### src/rtl/rf_pkg.sv
package rf_pkg;
  localparam int DW      = 16;
  localparam int AW      = 20;
  localparam int BW      = 8;
  localparam int RDW     = 2 * DW;
  localparam int NDATA   = 4;
  localparam int NADDR   = 2;
  localparam int NBANK   = 2;
  localparam int SELW    = 4;
  localparam int SZW     = 2;
  localparam int ITBH_W  = AW - DW;
  localparam int NBYTE   = NDATA / 2;

  localparam int FLG_BANK = 4;
  localparam int FLG_USTK = 7;
  localparam logic [DW-1:0] FLG_MASK = 16'h70FF;

  typedef enum logic [SELW-1:0] {
    SEL_D0   = 4'd0,
    SEL_D1   = 4'd1,
    SEL_D2   = 4'd2,
    SEL_D3   = 4'd3,
    SEL_AX0  = 4'd4,
    SEL_AX1  = 4'd5,
    SEL_FB   = 4'd6,
    SEL_PC   = 4'd7,
    SEL_ITBH = 4'd8,
    SEL_ITBL = 4'd9,
    SEL_SP   = 4'd10,
    SEL_USTK = 4'd11,
    SEL_ISTK = 4'd12,
    SEL_SB   = 4'd13,
    SEL_FLG  = 4'd14,
    SEL_NONE = 4'd15
  } rsel_e;

  typedef enum logic [SZW-1:0] {
    SZ_WORD = 2'd0,
    SZ_LO   = 2'd1,
    SZ_HI   = 2'd2,
    SZ_PAIR = 2'd3
  } rsize_e;

  typedef struct packed {
    logic [NDATA-1:0][DW-1:0] d;
    logic [NADDR-1:0][DW-1:0] ax;
    logic [DW-1:0]            fb;
  } bank_t;
endpackage

### src/rtl/rf_rst_sync.sv
module rf_rst_sync #(
  parameter int STAGES = 2
) (
  input  logic clk,
  input  logic rst_n,
  output logic srst_n
);
  logic [STAGES-1:0] sync_q;

  always_ff @(posedge clk or negedge rst_n) begin
    if (!rst_n) sync_q <= '0;
    else        sync_q <= {sync_q[STAGES-2:0], 1'b1};
  end

  assign srst_n = sync_q[STAGES-1];
endmodule

### src/rtl/rf_bank.sv
module rf_bank
  import rf_pkg::*;
(
  input  logic            clk,
  input  logic            rst_n,
  input  logic            we,
  input  logic [SELW-1:0] sel,
  input  logic [SZW-1:0]  size,
  input  logic [RDW-1:0]  wdata,
  output bank_t           q
);
  bank_t  q_r;
  bank_t  nxt;
  rsize_e sz;

  assign sz = rsize_e'(size);

  always_comb begin
    nxt = q_r;
    for (int i = 0; i < NDATA; i++) begin
      if (int'(sel) == i) begin
        if (i < NBYTE && sz == SZ_LO) begin
          nxt.d[i][BW-1:0] = wdata[BW-1:0];
        end else if (i < NBYTE && sz == SZ_HI) begin
          nxt.d[i][2*BW-1:BW] = wdata[BW-1:0];
        end else if (i < NBYTE && sz == SZ_PAIR) begin
          nxt.d[i]                     = wdata[DW-1:0];
          nxt.d[(i + NBYTE) % NDATA]   = wdata[RDW-1:DW];
        end else begin
          nxt.d[i] = wdata[DW-1:0];
        end
      end
    end
    for (int a = 0; a < NADDR; a++) begin
      if (int'(sel) == NDATA + a) nxt.ax[a] = wdata[DW-1:0];
    end
    if (int'(sel) == NDATA + NADDR) nxt.fb = wdata[DW-1:0];
  end

  always_ff @(posedge clk or negedge rst_n) begin
    if (!rst_n)  q_r <= '0;
    else if (we) q_r <= nxt;
  end

  assign q = q_r;

  // an idle write port leaves the bank untouched
  p_hold_r10: assert property (@(posedge clk) disable iff (!rst_n)
    !we |=> $stable(q_r));

  // low byte write keeps the high byte and stores the data byte
  p_lo_keeps_hi_r3: assert property (@(posedge clk) disable iff (!rst_n)
    (we && sel == SEL_D0 && sz == SZ_LO) |=>
      (q_r.d[0][2*BW-1:BW] == $past(q_r.d[0][2*BW-1:BW])) &&
      (q_r.d[0][BW-1:0] == $past(wdata[BW-1:0])));

  // a pair write on D0 lands in D2 and D0 together
  p_pair_r4: assert property (@(posedge clk) disable iff (!rst_n)
    (we && sel == SEL_D0 && sz == SZ_PAIR) |=>
      ({q_r.d[2], q_r.d[0]} == $past(wdata)));
endmodule

### src/rtl/rf_shared.sv
module rf_shared
  import rf_pkg::*;
(
  input  logic            clk,
  input  logic            rst_n,
  input  logic [AW-1:0]   pc_rst,
  input  logic            we,
  input  logic [SELW-1:0] sel,
  input  logic [AW-1:0]   wdata,
  output logic [AW-1:0]   pc,
  output logic [AW-1:0]   itab,
  output logic [DW-1:0]   ustk,
  output logic [DW-1:0]   istk,
  output logic [DW-1:0]   sp,
  output logic [DW-1:0]   sb,
  output logic [DW-1:0]   flg
);
  logic [AW-1:0] pc_q,   pc_d;
  logic          boot_q;
  logic          pc_en;
  logic [AW-1:0] itab_q, itab_d;
  logic [DW-1:0] ustk_q, ustk_d;
  logic [DW-1:0] istk_q, istk_d;
  logic [DW-1:0] sb_q,   sb_d;
  logic [DW-1:0] flg_q,  flg_d;
  logic          use_ustk;
  rsel_e         s;

  assign s        = rsel_e'(sel);
  assign use_ustk = flg_q[FLG_USTK];

  always_comb begin
    itab_d = itab_q;
    ustk_d = ustk_q;
    istk_d = istk_q;
    sb_d   = sb_q;
    flg_d  = flg_q;
    pc_d   = boot_q ? pc_q : pc_rst;
    if (we) begin
      case (s)
        SEL_PC:   pc_d               = wdata;
        SEL_ITBH: itab_d[AW-1:DW]    = wdata[ITBH_W-1:0];
        SEL_ITBL: itab_d[DW-1:0]     = wdata[DW-1:0];
        SEL_SP: begin
          if (use_ustk) ustk_d = wdata[DW-1:0];
          else          istk_d = wdata[DW-1:0];
        end
        SEL_USTK: ustk_d = wdata[DW-1:0];
        SEL_ISTK: istk_d = wdata[DW-1:0];
        SEL_SB:   sb_d   = wdata[DW-1:0];
        SEL_FLG:  flg_d  = wdata[DW-1:0] & FLG_MASK;
        default: ;
      endcase
    end
  end

  assign pc_en = !boot_q || (we && s == SEL_PC);

  always_ff @(posedge clk or negedge rst_n) begin
    if (!rst_n) begin
      pc_q   <= '0;
      boot_q <= 1'b0;
    end else if (pc_en) begin
      pc_q   <= pc_d;
      boot_q <= 1'b1;
    end
  end

  always_ff @(posedge clk or negedge rst_n) begin
    if (!rst_n) begin
      itab_q <= '0;
      ustk_q <= '0;
      istk_q <= '0;
      sb_q   <= '0;
      flg_q  <= '0;
    end else if (we) begin
      itab_q <= itab_d;
      ustk_q <= ustk_d;
      istk_q <= istk_d;
      sb_q   <= sb_d;
      flg_q  <= flg_d;
    end
  end

  assign pc   = boot_q ? pc_q : pc_rst;
  assign itab = itab_q;
  assign ustk = ustk_q;
  assign istk = istk_q;
  assign sb   = sb_q;
  assign flg  = flg_q;
  assign sp   = use_ustk ? ustk_q : istk_q;

  // with the select bit clear the active pointer write spares the user pointer
  p_sp_route_r6: assert property (@(posedge clk) disable iff (!rst_n)
    (we && s == SEL_SP && !use_ustk) |=> $stable(ustk_q));

  // reserved flag positions never hold a one
  p_flag_rsvd_r7: assert property (@(posedge clk) disable iff (!rst_n)
    (flg & ~FLG_MASK) == '0);

  // an idle write port leaves the shared state unchanged
  p_idle_r10: assert property (@(posedge clk) disable iff (!rst_n)
    (!we && boot_q) |=> ($stable(pc) && $stable(flg) && $stable(sb) && $stable(itab)));
endmodule

### src/rtl/rf_read_mux.sv
module rf_read_mux
  import rf_pkg::*;
(
  input  logic [SELW-1:0] sel,
  input  logic [SZW-1:0]  size,
  input  bank_t           act,
  input  logic [AW-1:0]   pc,
  input  logic [AW-1:0]   itab,
  input  logic [DW-1:0]   sp,
  input  logic [DW-1:0]   ustk,
  input  logic [DW-1:0]   istk,
  input  logic [DW-1:0]   sb,
  input  logic [DW-1:0]   flg,
  output logic [RDW-1:0]  rdata
);
  rsize_e sz;
  rsel_e  s;

  assign sz = rsize_e'(size);
  assign s  = rsel_e'(sel);

  always_comb begin
    rdata = '0;
    for (int i = 0; i < NDATA; i++) begin
      if (int'(sel) == i) begin
        if (i < NBYTE && sz == SZ_LO)
          rdata = {{(RDW-BW){1'b0}}, act.d[i][BW-1:0]};
        else if (i < NBYTE && sz == SZ_HI)
          rdata = {{(RDW-BW){1'b0}}, act.d[i][2*BW-1:BW]};
        else if (i < NBYTE && sz == SZ_PAIR)
          rdata = {act.d[(i + NBYTE) % NDATA], act.d[i]};
        else
          rdata = {{(RDW-DW){1'b0}}, act.d[i]};
      end
    end
    for (int a = 0; a < NADDR; a++) begin
      if (int'(sel) == NDATA + a) rdata = {{(RDW-DW){1'b0}}, act.ax[a]};
    end
    case (s)
      SEL_FB:   rdata = {{(RDW-DW){1'b0}}, act.fb};
      SEL_PC:   rdata = {{(RDW-AW){1'b0}}, pc};
      SEL_ITBH: rdata = {{(RDW-ITBH_W){1'b0}}, itab[AW-1:DW]};
      SEL_ITBL: rdata = {{(RDW-DW){1'b0}}, itab[DW-1:0]};
      SEL_SP:   rdata = {{(RDW-DW){1'b0}}, sp};
      SEL_USTK: rdata = {{(RDW-DW){1'b0}}, ustk};
      SEL_ISTK: rdata = {{(RDW-DW){1'b0}}, istk};
      SEL_SB:   rdata = {{(RDW-DW){1'b0}}, sb};
      SEL_FLG:  rdata = {{(RDW-DW){1'b0}}, flg};
      default: ;
    endcase
  end
endmodule

### src/rtl/banked_regfile.sv
module banked_regfile
  import rf_pkg::*;
(
  input  logic            clk,
  input  logic            rst_n,
  input  logic [AW-1:0]   pc_rst_val,
  input  logic [SELW-1:0] ra_sel,
  input  logic [SZW-1:0]  ra_size,
  output logic [RDW-1:0]  ra_data,
  input  logic [SELW-1:0] rb_sel,
  input  logic [SZW-1:0]  rb_size,
  output logic [RDW-1:0]  rb_data,
  input  logic            wr_en,
  input  logic [SELW-1:0] wr_sel,
  input  logic [SZW-1:0]  wr_size,
  input  logic [RDW-1:0]  wr_data,
  output logic [DW-1:0]   flag_o,
  output logic [AW-1:0]   pc_o
);
  localparam int NPORT = 2;

  logic          srst_n;
  logic          act_bank;
  logic          banked_tgt;
  logic          shared_we;
  bank_t         bank_q [NBANK];
  bank_t         act;
  logic [AW-1:0] pc, itab;
  logic [DW-1:0] ustk, istk, sp, sb, flg;
  logic [SELW-1:0] rsel  [NPORT];
  logic [SZW-1:0]  rsize [NPORT];
  logic [RDW-1:0]  rdat  [NPORT];

  rf_rst_sync #(.STAGES(2)) u_rst (
    .clk    (clk),
    .rst_n  (rst_n),
    .srst_n (srst_n)
  );

  assign act_bank   = flg[FLG_BANK];
  assign banked_tgt = int'(wr_sel) <= NDATA + NADDR;
  assign shared_we  = wr_en && !banked_tgt;

  for (genvar b = 0; b < NBANK; b++) begin : g_bank
    logic bank_we;
    assign bank_we = wr_en && banked_tgt && (act_bank == b[0]);

    rf_bank u_bank (
      .clk   (clk),
      .rst_n (srst_n),
      .we    (bank_we),
      .sel   (wr_sel),
      .size  (wr_size),
      .wdata (wr_data),
      .q     (bank_q[b])
    );

    // a bank that is not selected keeps its contents during writes
    p_bank_iso_r5: assert property (@(posedge clk) disable iff (!srst_n)
      (wr_en && act_bank != b[0]) |=> $stable(bank_q[b]));
  end

  assign act = bank_q[act_bank];

  rf_shared u_shared (
    .clk    (clk),
    .rst_n  (srst_n),
    .pc_rst (pc_rst_val),
    .we     (shared_we),
    .sel    (wr_sel),
    .wdata  (wr_data[AW-1:0]),
    .pc     (pc),
    .itab   (itab),
    .ustk   (ustk),
    .istk   (istk),
    .sp     (sp),
    .sb     (sb),
    .flg    (flg)
  );

  assign rsel[0]  = ra_sel;
  assign rsize[0] = ra_size;
  assign rsel[1]  = rb_sel;
  assign rsize[1] = rb_size;

  for (genvar p = 0; p < NPORT; p++) begin : g_rd
    rf_read_mux u_mux (
      .sel   (rsel[p]),
      .size  (rsize[p]),
      .act   (act),
      .pc    (pc),
      .itab  (itab),
      .sp    (sp),
      .ustk  (ustk),
      .istk  (istk),
      .sb    (sb),
      .flg   (flg),
      .rdata (rdat[p])
    );
  end

  assign ra_data = rdat[0];
  assign rb_data = rdat[1];
  assign flag_o  = flg;
  assign pc_o    = pc;

  // a bank-bit change leaves reads in the write cycle on the old bank
  p_bank_switch_r8: assert property (@(posedge clk) disable iff (!srst_n)
    (wr_en && wr_sel == SEL_FLG) |=> (act_bank == $past(wr_data[FLG_BANK])));
endmodule

### config.mk
export PLATFORM = sky130hd
export DESIGN_NAME = banked_regfile
export DESIGN_NICKNAME = d
export VERILOG_FILES = /design/src/rtl/rf_pkg.sv /design/src/rtl/rf_rst_sync.sv /design/src/rtl/rf_bank.sv /design/src/rtl/rf_shared.sv /design/src/rtl/rf_read_mux.sv /design/src/rtl/banked_regfile.sv
export SDC_FILE = /design/constraint.sdc
export NUM_CORES = 1
export LEC_CHECK = 0
export ABC_CLOCK_PERIOD_IN_PS = 13600
export BUFFER_PORTS_ARGS = -buffer_cell sky130_fd_sc_hd__buf_4
export CORE_UTILIZATION = 61
export CTS_CLUSTER_SIZE = 8
export DETAILED_ROUTE_END_ITERATION = 10
export PLACE_DENSITY = 0.82
export SLEW_MARGIN = 20
export SYNTH_ARGS = -nofsm -noshare
export SYNTH_HDL_FRONTEND = slang
export SYNTH_SLANG_ARGS = --single-unit
### constraint.sdc
create_clock -name clk -period 13.6 [get_ports clk]
set_input_delay 1.36 -clock clk [delete_from_list [all_inputs] [get_ports clk]]
set_output_delay 1.36 -clock clk [all_outputs]
set_load 0.03 [all_outputs]
==> results of run 1 <==
==> metal layers <==
metal / routed length, microns / track usage, %
met5: 0 / 0
met4: 3926 / 22.46
met3: 7579 / 7.358
met2: 31160 / 66.23
met1: 27510 / 61.33
==> power breakdown <==
part / internal [mW] / total, mW / leakage (nW) / switching [mW]
registers: 1.15 / 1.30 / 4.20 / 0.153
clock network: 0.595 / 1.01 / 0.586 / 0.410
logic: 0.343 / 0.835 / 4.66 / 0.492
==> registers in the layout, indices dropped and copies added, names as in the netlist <==
register         cells
g_bank.u_bank.q    224
u_shared.boot_q      1
u_shared.pc_q       20
u_rst.sync_q         2
u_shared.flg        11
u_shared.istk       16
u_shared.ustk       16
u_shared.itab       20
u_shared.sb         16
==> cell type report <==
class / count / share of cell area (%)
clock buffer: 49 / 5.388
timing repair buffer: 197 / 7.117
tap: 396 / 2.297
sequential: 326 / 37.85
inverter: 17 / 0.2958
clock inverter: 3 / 0.1566
multi-input combinational: 1302 / 46.89
==> cell usage after synthesis (10+ instances only) <==
cell / n / area [sq um]
mux2i_1: 115 / 1151
buf_1: 11 / 41.29
a222oi_1: 10 / 100.1
a31oi_1: 10 / 62.56
a221oi_1: 32 / 280.3
o22ai_1: 44 / 275.3
and3_1: 14 / 87.58
clkbuf_1: 79 / 296.5
nand2_1: 109 / 409.1
dfrtp_1: 326 / 8158
buf_4: 16 / 120.1
nand3_1: 16 / 80.08
nor3_1: 18 / 90.09
mux2_2: 296 / 3333
buf_2: 56 / 280.3
o21ai_0: 108 / 540.5
mux4_2: 15 / 337.8
o211ai_1: 13 / 97.59
a22oi_1: 70 / 525.5
nand2b_1: 12 / 75.07
inv_1: 17 / 63.81
a211oi_1: 14 / 105.1
a21oi_1: 100 / 500.5
nor2_1: 126 / 473.0
a22o_1: 14 / 122.6
nor2b_1: 19 / 118.9
==> worst max-delay path: stages (launching register included) <==
cell	delay [ns]
dfrtp_4	0.82
buf_4	0.83
mux2_2	0.43
nor3_1	0.07
a2111oi_0	0.59
nor3_1	0.16
nor3_1	0.44
buf_4	0.25
==> layout by cell type, fill, tap and decap left out, types with 5 or more instances in the layout <==
| master | synthesis | routed |
|---|---|---|
| dfrtp_1 | 326 | 324 |
| mux2_2 | 296 | 296 |
| buf_4 | 16 | 193 |
| nor2_1 | 126 | 125 |
| mux2i_1 | 115 | 115 |
| nand2_1 | 109 | 109 |
| o21ai_0 | 108 | 108 |
| a21oi_1 | 100 | 99 |
| a22oi_1 | 70 | 70 |
| clkbuf_16 | 0 | 46 |
| o22ai_1 | 44 | 44 |
| a221oi_1 | 32 | 32 |
| nor2b_1 | 19 | 19 |
| inv_1 | 17 | 17 |
| nor3_1 | 18 | 17 |
| nand3_1 | 16 | 15 |
| mux4_2 | 15 | 15 |
| a22o_1 | 14 | 14 |
| a211oi_1 | 14 | 14 |
| and3_1 | 14 | 14 |
| o211ai_1 | 13 | 13 |
| nand2b_1 | 12 | 12 |
| a31oi_1 | 10 | 10 |
| a222oi_1 | 10 | 10 |
| a32oi_1 | 9 | 9 |
| a311oi_1 | 8 | 8 |
| a221o_1 | 8 | 8 |
| conb_1 | 2 | 7 |
| and4b_1 | 6 | 6 |
| o2bb2ai_1 | 6 | 6 |
| o221ai_1 | 6 | 6 |
| o21a_1 | 5 | 5 |
| and2_1 | 5 | 5 |
==> cells by family (layout without fill, tap and decap cells) <==
family,after synthesis,after routing,share of synthesized area (%)
compound gates,492,492,17.31
mux,428,428,25.45
simple gates,373,373,9.840
flops,326,326,42.86
buf+inv,184,266,4.410
other cells,2,7,0.03945
xor+xnor,2,2,0.09204
==> per-stage QoR <==
stage | util (%) | cell area (sq um) | power, mW | cells
4_1_cts | 70.12 | 21510 | 3.113 | 2288
6_report | 70.34 | 21570 | 3.142 | 2290
5_1_grt | 70.34 | 21570 | 3.238 | 2290
2_1_floorplan | - | 19050 | 1.816 | 1812
3_5_place_dp | 66.22 | 20310 | 2.111 | 2236
3_3_place_gp | 66.19 | 20300 | 2.084 | 2235
==> worst max path at each step <==
stage	slack (ns)	end
finish	7.99	rb_data[5]
global route	7.94	rb_data[5]
CTS	8.13	rb_data[5]
detailed placement	8.45	rb_data[0]
global placement	8.47	rb_data[2]
floorplan	3.84	g_bank[0].u_bank.q[0]$_DFFE_PN0P_
==> impl_metrics.env, run 1 <==
export IMPL_cp_end_kind="primary output"
export IMPL_initial_core_util_pct=62.07
export IMPL_holdWs_ns=0.2201
export IMPL_critPathMaxFanout=60
export IMPL_reg2reg_from="u_shared.flg[4]$_DFFE_PN0P_"
export IMPL_yosysWarnings=0
export IMPL_yosysUniqueCellTypes=78
export IMPL_leakagePower_nw=9.442
export IMPL_cts_root_buf="clkbuf_16"
export IMPL_setup_worst_path_start="u_shared.flg[4]$_DFFE_PN0P_"
export IMPL_clock_skew_ns=0.01874
export IMPL_synthCells=1807
export IMPL_grt_pass1_wl_microns=102300
export IMPL_max_clock_freq_mhz=178.2
export IMPL_period_share_pct=41.27
export IMPL_drtIter0Drc=2519
export IMPL_multi_input_area_sq_um=10120
export IMPL_fillers=2284
export IMPL_slew_headroom_pct=24.63
export IMPL_clockBufferDepth=3
export IMPL_cp_start_kind="flop"
export IMPL_wl_per_cell_microns=30.64
export IMPL_die_h_microns=178.7
export IMPL_fin_setup_tns_ns=0
export IMPL_slew_violations=0
export IMPL_worst_r2r_setup_slack_ns=10.60
export IMPL_cts_resized=0
export IMPL_min_path_type="flop to async pin"
export IMPL_outcome="finished clean"
export IMPL_ir_drop_uv=131.2
export IMPL_syn_area_sq_um=19040
export IMPL_track_usage_pct=43.96
export IMPL_io_pins=173
export IMPL_core_area_sq_um=30670
export IMPL_cts_buffers=46
export IMPL_place_hpwl_microns=48350
export IMPL_drive_above_1_share_pct=31.26
export IMPL_rsz0062_at_grt="false"
export IMPL_first_global_vias=16180
export IMPL_dieArea_sq_um=31920
export IMPL_path_class="flop to primary output"
export IMPL_core_rowCount=64
export IMPL_grt_max_degree=173
export IMPL_gr_total_overflow=0
export IMPL_worst_ep_required_time_ns=12.24
export IMPL_r2r_cells=4
export IMPL_routed_wl_microns=70170
export IMPL_ctsHtreeMaxLevel=2
export IMPL_pre_cts_slack_ns=8.445
export IMPL_r2r_end="g_bank[1].u_bank.q[22]$_DFFE_PN0P_"
export IMPL_power_density_nw_per_um2=145.7
export IMPL_cts_tree="done"
export IMPL_finalHoldViolations=0
export IMPL_post_cts_setup_buffers=0
export IMPL_clock_latency_ns=0.55
export IMPL_synth_edf_count=0
export IMPL_ys_seq_area_share_pct=42.86
export IMPL_syn_avg_cell_area_sq_um=10.53
export IMPL_fp_dieW_microns=178.7
export IMPL_synthArstFlopShare_pct=100.0
export IMPL_synthFlopType="dfrtp_1"
export IMPL_route_detailed_drc=0
export IMPL_finalWeightedCongestion=1.045
export IMPL_antenna_found_initial=0
export IMPL_dr_pass1_iters=8
export IMPL_ant_nets=0
export IMPL_setup_slack_ns=7.987
export IMPL_worstMarginPinSlew_ns=1.130
export IMPL_synth_seq_cells=326
export IMPL_period_needed_ns=5.613
export IMPL_area_delta_synth_final_pct=13.32
export IMPL_worstPathArrival_ns=4.25
export IMPL_portBuffers=167
export IMPL_register_area_sq_um=8165
export IMPL_cts_sinks=326
export IMPL_layout_nets=1963
export IMPL_vias_per_cell=7.415
export IMPL_cap_violations=0
export IMPL_via_count=16980
export IMPL_finalSetupViolations=0
export IMPL_clkTransAtPathRegs_ns=0.05
export IMPL_insertedDiodeCount=0
export IMPL_hold_buffers=0
Power figures use the tool's default switching activity.
==> inputs of run 2 (changes only) <==
--- a/config.mk
+++ b/config.mk
@@ -5,12 +5,12 @@
 export SDC_FILE = /design/constraint.sdc
 export NUM_CORES = 1
 export LEC_CHECK = 0
-export ABC_CLOCK_PERIOD_IN_PS = 13600
+export ABC_CLOCK_PERIOD_IN_PS = 4550
 export BUFFER_PORTS_ARGS = -buffer_cell sky130_fd_sc_hd__buf_4
-export CORE_UTILIZATION = 61
+export CORE_UTILIZATION = 55
 export CTS_CLUSTER_SIZE = 8
 export DETAILED_ROUTE_END_ITERATION = 10
-export PLACE_DENSITY = 0.82
+export PLACE_DENSITY = 0.78
 export SLEW_MARGIN = 20
 export SYNTH_ARGS = -nofsm -noshare
 export SYNTH_HDL_FRONTEND = slang
==> constraint.sdc (replaced) <==
create_clock -name clk -period 4.55 [get_ports clk]
set_input_delay 0.455 -clock clk [delete_from_list [all_inputs] [get_ports clk]]
set_output_delay 0.455 -clock clk [all_outputs]
set_load 0.03 [all_outputs]
==> impl_metrics.env, run 2 (synthesis gave the netlist of run 1 again) <==
export IMPL_reg2reg_from="u_shared.flg[4]$_DFFE_PN0P_"
export IMPL_cp_start_kind="flop"
export IMPL_die_h_microns=188.0
export IMPL_min_path_type="input port to flop"
export IMPL_final_cell_mix="324 x dfrtp_1, 296 x mux2_2, 204 x buf_4"
export IMPL_route_detailed_drc=0
export IMPL_holdPathStages=3
export IMPL_dr_pass1_iters=10
export IMPL_drive_above_1_share_pct=31.78
export IMPL_r2r_end="g_bank[0].u_bank.q[24]$_DFFE_PN0P_"
export IMPL_drtIter0Drc=2639
export IMPL_core_area_sq_um=33780
export IMPL_clockBufferDepth=3
export IMPL_outcome="finished clean"
export IMPL_routed_wl_microns=72030
export IMPL_fp_dieW_microns=188.0
export IMPL_worst_ep_required_time_ns=4.09
export IMPL_slew_headroom_pct=20.86
export IMPL_rsz0062_at_grt="false"
export IMPL_fillers=2624
export IMPL_finalHoldViolations=0
export IMPL_power_density_nw_per_um2=435.3
export IMPL_ant_nets=0
export IMPL_dpl_instance_area_sq_um=20510
export IMPL_clkTransAtPathRegs_ns=0.05
export IMPL_fin_setup_tns_ns=0
export IMPL_clock_latency_ns=0.57
export IMPL_insertedDiodeCount=0
export IMPL_worstPathArrival_ns=3.55
export IMPL_finalWeightedCongestion=1.035
export IMPL_portBuffers=167
export IMPL_post_cts_setup_buffers=0
export IMPL_worstMarginPinSlew_ns=1.184
export IMPL_layout_nets=1975
export IMPL_cts_tree="done"
export IMPL_wl_per_cell_microns=30.58
export IMPL_period_share_pct=87.93
export IMPL_leakagePower_nw=9.500
export IMPL_ir_drop_uv=380.3
export IMPL_cts_root_buf="clkbuf_16"
export IMPL_worstHoldEndpoint="u_shared.pc_q[19]$_DFFE_PN0P_"
export IMPL_initial_core_util_pct=56.35
export IMPL_path_class="flop to primary output"
export IMPL_critPathMaxFanout=29
export IMPL_largest_reg_flops=224
export IMPL_slew_violations=0
export IMPL_track_usage_pct=40.59
export IMPL_cts_buffers=46
export IMPL_grt_max_degree=114
export IMPL_ctsHtreeMaxLevel=2
export IMPL_r2r_cells=4
export IMPL_max_clock_freq_mhz=249.9
export IMPL_worstHoldStart="wr_data[19]"
export IMPL_gr_total_overflow=0
export IMPL_cts_sinks=326
export IMPL_first_global_vias=16220
export IMPL_cts_resized=0
export IMPL_core_rowCount=67
export IMPL_vias_per_cell=7.114
export IMPL_period_needed_ns=4.001
export IMPL_grt_pass1_wl_microns=106200
export IMPL_finalInstanceArea_sq_um=21740
export IMPL_area_delta_synth_final_pct=14.22
export IMPL_place_hpwl_microns=50230
export IMPL_cp_end_kind="primary output"
export IMPL_worst_r2r_setup_slack_ns=1.54
export IMPL_cap_violations=0
export IMPL_multi_input_area_sq_um=10110
export IMPL_clock_skew_ns=0.01627
export IMPL_io_pins=173
export IMPL_register_area_sq_um=8165
export IMPL_via_count=16750
export IMPL_finalSetupViolations=0
export IMPL_dieArea_sq_um=35360
export IMPL_final_common_cell="dfrtp_1"
export IMPL_antenna_found_initial=1
==> run 2: cell count changes in the layout (fill, tap and decap cells not counted), sizes merged <==
| cell | change |
|---|---|
| buf | +11 |
| clkbuf | +2 |
| clkinv | -1 |
| dlygate4sd3 | +1 |
==> run 2: power by group <==
part	internal, mW	total [mW]	switching (mW)
logic	1.04	2.53	1.49
clock network	1.82	3.05	1.23
registers	3.43	3.89	0.452
total	6.29	9.46	3.17
==> run 2: area by class of cell <==
cell class / instances / area share (%)
Sequential cell: 326 / 37.56
Tap cell: 448 / 2.578
Multi-Input combinational cell: 1302 / 46.50
Inverter: 17 / 0.2935
Clock buffer: 51 / 5.478
Clock inverter: 2 / 0.1324
Timing Repair Buffer: 209 / 7.458
==> run 2: per-layer routing <==
layer  GRT usage (%)  routed length, microns  vias to the layer above
li1                -                       -                     6973
met1           55.91                   29000                     8347
met2           60.80                   31560                     1182
met3           9.377                    7782                      251
met4           18.51                    3683                        0
met5               0                       0                        -
==> run 2: timing repair <==
item | 4_1_cts | 5_1_grt
setup endpoints to repair | 0 | 0
hold endpoints to repair | 2 | 0
hold buffers | 1 | 0
==> run 2: per-stage QoR <==
stage	utilization (%)	power (mW)	hold WS, ns	cells	worst slack, ns
after floorplan	-	5.425	0.1594	1812	1.319
after global placement	60.69	6.289	0.2375	2301	1.172
after detailed placement	60.71	6.354	0.2384	2301	1.125
after CTS	64.35	9.413	0.1724	2355	0.6607
after global routing	64.36	9.767	0.1940	2355	0.4984
final	64.36	9.464	0.1810	2355	0.5491
==> run 2: worst max path at each step <==
stage                                      startpoint                                end  slack [ns]  cells past startpoint
after floorplan             u_rst.sync_q[1]$_DFF_PN0_  g_bank[0].u_bank.q[0]$_DFFE_PN0P_        1.32                      0
after global placement                      ra_sel[0]                        ra_data[15]        1.17                      7
after detailed placement                    rb_sel[0]                         rb_data[2]        1.13                      7
after CTS                 u_shared.flg[4]$_DFFE_PN0P_                        rb_data[11]        0.66                      8
after global routing      u_shared.flg[4]$_DFFE_PN0P_                        rb_data[11]        0.50                      8
final                     u_shared.flg[4]$_DFFE_PN0P_                         ra_data[0]        0.55                      6
==> run 2: worst max-delay path, cell delays in order, from the launching register on <==
cell and delay [ns]:
dfrtp_4 0.75, buf_12 0.31, mux2i_1 0.41, o31ai_1 0.10, a2111oi_0 0.88, a311oi_1 0.23
buf_4 0.27
